## src/rtl/sx_pkg.sv

```systemverilog
package sx_pkg;
  // One-cycle strobes marking serial clock transitions in the system domain
  typedef struct packed {
    logic rise;
    logic fall;
  } sx_edge_t;
endpackage

```

## src/rtl/sx_sckgen.sv

```systemverilog
module sx_sckgen
  import sx_pkg::*;
#(
  parameter int DATA_W = 8,
  parameter int RATE_W = 2
) (
  input  logic              clk,
  input  logic              rst,
  input  logic              start,
  input  logic              idle_low,
  input  logic [RATE_W-1:0] rate,
  output logic              sck,
  output logic              run,
  output sx_edge_t          ev
);
  localparam int CNT_W     = (1 << RATE_W) + 1;
  localparam int TOG_PLAIN = 2 * DATA_W;
  localparam int TOG_PRE   = 2 * DATA_W + 2;
  localparam int TOG_W     = $clog2(TOG_PRE + 1);

  logic [CNT_W-1:0]  cnt;
  logic [CNT_W-1:0]  half_m1;
  logic [TOG_W-1:0]  tog;
  logic [TOG_W-1:0]  tog_last;
  logic [RATE_W-1:0] rate_q;
  logic              idle_q;
  logic              tick;

  always_comb begin
    half_m1  = (CNT_W'(2) << rate_q) - CNT_W'(1);
    tog_last = idle_q ? TOG_W'(TOG_PRE - 1) : TOG_W'(TOG_PLAIN - 1);
    tick     = run && (cnt == half_m1);
    ev.fall  = tick && sck;
    ev.rise  = tick && !sck;
  end

  always_ff @(posedge clk) begin
    if (rst) begin
      run    <= 1'b0;
      cnt    <= '0;
      tog    <= '0;
      sck    <= 1'b1;
      rate_q <= '0;
      idle_q <= 1'b0;
    end else if (!run) begin
      sck <= !idle_low;
      if (start) begin
        run    <= 1'b1;
        cnt    <= '0;
        tog    <= '0;
        rate_q <= rate;
        idle_q <= idle_low;
      end
    end else if (tick) begin
      sck <= !sck;
      cnt <= '0;
      tog <= tog + 1'b1;
      if (tog == tog_last) run <= 1'b0;
    end else begin
      cnt <= cnt + 1'b1;
    end
  end
endmodule

```

## src/rtl/sx_sync.sv

```systemverilog
module sx_sync
  import sx_pkg::*;
#(
  parameter int STAGES = 2
) (
  input  logic     clk,
  input  logic     rst,
  input  logic     din,
  output sx_edge_t ev
);
  logic [STAGES-1:0] chain;
  logic              prev;

  generate
    if (STAGES == 1) begin : g_single
      always_ff @(posedge clk) begin
        if (rst) chain <= '0;
        else     chain <= din;
      end
    end else begin : g_multi
      always_ff @(posedge clk) begin
        if (rst) chain <= '0;
        else     chain <= {chain[STAGES-2:0], din};
      end
    end
  endgenerate

  always_ff @(posedge clk) begin
    if (rst) prev <= 1'b0;
    else     prev <= chain[STAGES-1];
  end

  always_comb begin
    ev.rise = chain[STAGES-1] && !prev;
    ev.fall = !chain[STAGES-1] && prev;
  end
endmodule

```

## src/rtl/sx_shifter.sv

```systemverilog
module sx_shifter
  import sx_pkg::*;
#(
  parameter int DATA_W = 8
) (
  input  logic              clk,
  input  logic              rst,
  input  logic              start,
  input  logic [DATA_W-1:0] load,
  input  sx_edge_t          ev,
  input  logic              sdi,
  output logic              sdo,
  output logic              active,
  output logic              complete,
  output logic [DATA_W-1:0] rx_word
);
  localparam int CNT_W = $clog2(DATA_W + 1);

  logic [DATA_W-1:0] sh;
  logic [CNT_W-1:0]  nrx;
  logic              seen;

  assign complete = active && ev.rise && seen && (nrx == CNT_W'(DATA_W - 1));

  always_ff @(posedge clk) begin
    if (rst) begin
      sh      <= '0;
      sdo     <= 1'b0;
      active  <= 1'b0;
      seen    <= 1'b0;
      nrx     <= '0;
      rx_word <= '0;
    end else if (start) begin
      sh     <= load;
      active <= 1'b1;
      seen   <= 1'b0;
      nrx    <= '0;
    end else if (active) begin
      if (ev.fall) begin
        sdo  <= sh[DATA_W-1];
        sh   <= {sh[DATA_W-2:0], 1'b0};
        seen <= 1'b1;
      end else if (ev.rise && seen) begin
        sh[0] <= sdi;
        nrx   <= nrx + 1'b1;
        if (complete) begin
          active  <= 1'b0;
          rx_word <= {sh[DATA_W-1:1], sdi};
        end
      end
    end
  end
endmodule

```

## src/rtl/byte_serial_xfer.sv

```systemverilog
module byte_serial_xfer
  import sx_pkg::*;
#(
  parameter int DATA_W      = 8,
  parameter int RATE_W      = 2,
  parameter int SYNC_STAGES = 2
) (
  input  logic              clk,
  input  logic              rst,
  input  logic              cfg_master,
  input  logic              cfg_idle_low,
  input  logic [RATE_W-1:0] cfg_rate,
  input  logic              tx_wr,
  input  logic [DATA_W-1:0] wr_data,
  input  logic              start,
  input  logic              rd_rx,
  output logic [DATA_W-1:0] rx_data,
  output logic              busy,
  output logic              done,
  output logic              collision,
  input  logic              sck_in,
  output logic              sck_o,
  input  logic              sdi,
  output logic              sdo
);
  logic              start_ok;
  logic              gen_run;
  logic              sh_act;
  logic              complete;
  logic [DATA_W-1:0] tx_hold;
  sx_edge_t          gen_ev;
  sx_edge_t          ext_ev;
  sx_edge_t          ev;

  assign busy     = gen_run | sh_act;
  assign start_ok = start & ~busy;
  assign ev       = cfg_master ? gen_ev : ext_ev;

  sx_sckgen #(.DATA_W(DATA_W), .RATE_W(RATE_W)) u_gen (
    .clk      (clk),
    .rst      (rst),
    .start    (start_ok & cfg_master),
    .idle_low (cfg_idle_low),
    .rate     (cfg_rate),
    .sck      (sck_o),
    .run      (gen_run),
    .ev       (gen_ev)
  );

  sx_sync #(.STAGES(SYNC_STAGES)) u_sync (
    .clk (clk),
    .rst (rst),
    .din (sck_in),
    .ev  (ext_ev)
  );

  sx_shifter #(.DATA_W(DATA_W)) u_shift (
    .clk      (clk),
    .rst      (rst),
    .start    (start_ok),
    .load     (tx_hold),
    .ev       (ev),
    .sdi      (sdi),
    .sdo      (sdo),
    .active   (sh_act),
    .complete (complete),
    .rx_word  (rx_data)
  );

  always_ff @(posedge clk) begin
    if (rst) begin
      tx_hold   <= '0;
      done      <= 1'b0;
      collision <= 1'b0;
    end else begin
      if (tx_wr && !busy) tx_hold <= wr_data;

      if (complete)                done <= 1'b1;
      else if (start_ok || rd_rx)  done <= 1'b0;

      if (start_ok)               collision <= 1'b0;
      else if (tx_wr && busy)     collision <= 1'b1;
    end
  end
endmodule

```

## config.mk

```make
export PLATFORM = sky130hd
export DESIGN_NAME = byte_serial_xfer
export DESIGN_NICKNAME = d
export VERILOG_FILES = /design/src/rtl/sx_pkg.sv /design/src/rtl/sx_sckgen.sv /design/src/rtl/sx_sync.sv /design/src/rtl/sx_shifter.sv /design/src/rtl/byte_serial_xfer.sv
export SDC_FILE = /design/constraint.sdc
export NUM_CORES = 1
export LEC_CHECK = 0
export ABC_AREA = 1
export BUFFER_PORTS_ARGS = -buffer_cell sky130_fd_sc_hd__buf_2
export CAP_MARGIN = 30
export CORE_MARGIN = 3
export CORE_UTILIZATION = 58
export CTS_CLUSTER_DIAMETER = 50
export CTS_CLUSTER_SIZE = 12
export DETAILED_ROUTE_END_ITERATION = 8
export PLACE_DENSITY = 0.79
export SYNTH_ARGS = -nofsm -noshare
export SYNTH_HDL_FRONTEND = slang
export SYNTH_SLANG_ARGS = --single-unit
export TNS_END_PERCENT = 50
```

## constraint.sdc

```tcl
create_clock -name clk -period 2.85 [get_ports clk]
set_clock_uncertainty 0.15 [all_clocks]
set_input_delay 0.1425 -clock clk [delete_from_list [all_inputs] [get_ports clk]]
set_output_delay 0.1425 -clock clk [all_outputs]
set_load 0.05 [all_outputs]
```

==> flow_summary.toml <==
[run_status]
status = "completed"

[worst_setup_path]
reg2reg_slack_ns = 0.82
critPathArrivalTime_ns = 2.06
endpoint_kind = "flip-flop"
cp.required_ns = 2.88
r2r_cells = 8
critPathLaunchType = "flip-flop"
cpMostUsedCell = "nand3_1"
critical_path_buf_inv_count = 1
cp_top_family = "simple AND/OR/NAND/NOR gates"
path_cells = "inv_1, nor2_1, o21ai_1, nand4_2, nand2_2, nand3_1, nand3_1, o21ai_0"
cpPeakStageDelay_ns = 0.36
r2r_end = "u_shift.rx_word[0]"
r2r_start = "u_gen.cnt[1]"
crit_slowest_cell = "dfxtp_1"
crit_fanout = 11
crit_type = "flip-flop to flip-flop"

[logic_synthesis]
synth.cell_area_um2 = 2280
yosysWarningCount = 0
syn_area_per_cell_um2 = 7.49
synth_fp_nets = 327
ys_seq_area_frac = 0.447
ys.flop_type = "dfxtp_1"
synth-seq-cells = 51
synth_cells = 305
async_flop_share = 0
synth_edf_count = 0
synthDistinctLibCells = 33

[route]
first_pass_iters = 5
drt_iter0_markers = 181
wl_per_cell_um = 12.6
via_per_inst = 5.26
vias = 2090
antenna_left = 0
wirelength_um = 4990
drc = 0

[cells_and_area]
final_core_util = 0.722
syn2layout_area_growth_pct = 17.4
diodes = 0
finalNonFillerCells = 397
final_common_cell = "nand2_1"
drive_above_1_share = 0.172
fill_cells = 310
fin_area_um2 = 2680
layout.cells.most_common_list = "nand2_1 (53), dfxtp_1 (51), nor2_1 (39)"
layout.nets = 370

[clocking]
insertion_delay_ns = 0.31
clock_path_buffers = 2
cts-buffers-inserted = 5
postCtsSetupRepairBufs = 0
cts_max_level = 2
cts_tree = "done"
post_cts_resized = 0
clk_pin_slew_ns = 0.09
cts_root_buffer = "clkbuf_8"
hold_buffers = 15
clock_sinks = 51

[grt]
antenna_found_initial = 0
track_usage = 0.235
grt_pass1_wl_um = 8400
grt_pass1_vias = 1850
grt_max_degree = 27
grt_overflow_total = 0

[timing]
clock.fmax_mhz = 492
holdWs_ns = 0.0975
setup_viol = 0
slew-limit-headroom = 0.546
slew_violations = 0
finalCriticalPeriod_ns = 2.03
finalHoldViolations = 0
worstMarginPinSlew_ns = 0.681
min_period_over_period = 0.713
tns_ns = 0
rsz0062_at_grt = "false"
layout_setup_ws_ns = 0.817

[floorplanning]
dieArea_um2 = 4730
pin_count = 32
die_h_um = 68.8
rows = 22
core_area_um2 = 3720
die_w_um = 68.8
start_util = 0.615

[pwr]
power.total_mw = 1.37
power_frac_clock = 0.295
peakVddDrop_mv = 0.373
powerDensity_nw_per_um2 = 512
leakage_nw = 1.12
p_int_mw = 0.987
seqPwrFrac = 0.563
switching_share = 0.281
p_comb_frac = 0.142
p_sw_mw = 0.385

[flow_run]
cap_violations = 0

[min_path]
worstHoldEndpoint = "u_gen.tog[0]"
hp-start = "rst"
hold_depth = 2
hold_path.class = "input port to flip-flop"

[placement]
pre_cts_ws_ns = 0.821
dp_hpwl_um = 3380
globalplace.congestion = 0.843
postPlaceCellArea_um2 = 2450
placed_cells = 374
port_buffers = 31
[power groups by stage]
stage          Combinational [mW]  Sequential (mW)  Clock, mW
2_1_floorplan               0.132            0.787          0
3_3_place_gp                0.172            0.788          0
3_5_place_dp                0.175            0.789          0
4_1_cts                     0.191            0.773      0.410
5_1_grt                     0.222            0.778      0.439
6_report                    0.194            0.773      0.405
[worst register-to-register path: cells and delay by family (launching register included)]
| kind | cells | cell delay (ns) |
|---|---|---|
| simple gates | 5 | 0.99 |
| flops | 1 | 0.36 |
| compound gates | 2 | 0.34 |
| buf+inv | 1 | 0.08 |
[state kept, by name (all words and copies together) (netlist names)]
register         flops
tx_hold              8
u_shift.rx_word      8
u_shift.sh           8
u_gen.cnt            5
u_gen.tog            5
u_shift.nrx          4
u_gen.rate_q         2
u_sync.chain         2
collision            1
done                 1
u_gen.idle_q         1
u_gen.run            1
u_gen.sck            1
u_shift.active       1
u_shift.sdo          1
u_shift.seen         1
u_sync.prev          1
[how the worst max path moves through the flow]
stage | end | cells past startpoint | startpoint | slack (ns)
3_5_place_dp | u_shift.rx_word[0] | 8 | u_gen.cnt[1] | 0.82
6_report | u_shift.rx_word[0] | 8 | u_gen.cnt[1] | 0.82
3_3_place_gp | u_shift.active | 6 | u_gen.rate_q[0] | 0.92
5_1_grt | u_shift.rx_word[0] | 8 | u_gen.cnt[1] | 0.64
2_1_floorplan | u_shift.sh[1] | 7 | u_gen.sck | 1.27
4_1_cts | u_shift.rx_word[0] | 8 | u_gen.cnt[1] | 0.83
[kinds of logic (layout without fill, tap and decap cells)]
| family | after synthesis | count (layout) | share of synthesized area |
|---|---|---|---|
| and+or+nand+nor | 140 | 140 | 0.296 |
| AOI/OAI and AO/OA | 63 | 63 | 0.145 |
| DFF | 51 | 51 | 0.447 |
| buffers and inverters | 44 | 88 | 0.0810 |
| xor gates and xnor gates | 4 | 4 | 0.0153 |
| adders and majority gates | 3 | 3 | 0.0164 |
[layer usage]
metal  wire (um)  track usage  vias to the layer above
li1            -            -                     1082
met1        2490        0.322                      962
met2        2270        0.381                       40
met3         177       0.0438                        6
met4          49       0.0584                        0
met5           0            0                        -
[Yosys cell counts, types with 4 or more instances]
| library cell | n | area share |
|---|---|---|
| dfxtp_1 | 51 | 0.45 |
| nor2_1 | 39 | 0.064 |
| inv_2 | 4 | 0.0066 |
| nand2_2 | 7 | 0.019 |
| nand3_1 | 14 | 0.031 |
| clkbuf_1 | 6 | 0.0099 |
| nor2_4 | 4 | 0.020 |
| o21ai_0 | 27 | 0.059 |
| a21oi_1 | 29 | 0.064 |
| nand2_1 | 53 | 0.087 |
| inv_1 | 29 | 0.048 |
| nand4_1 | 10 | 0.027 |
[final cells by class]
| class | count | area (um^2) | share of cell area |
|---|---|---|---|
| Multi-Input combinational cell | 210 | 1080 | 0.402 |
| Sequential cell | 51 | 1020 | 0.381 |
| Timing Repair Buffer | 47 | 313 | 0.117 |
| Clock inverter | 2 | 12.5 | 0.00467 |
| Clock buffer | 6 | 72.6 | 0.0271 |
| Inverter | 33 | 124 | 0.0462 |
| Tap cell | 48 | 60.1 | 0.0224 |
Note: power is estimated with default switching activity, not from simulation.
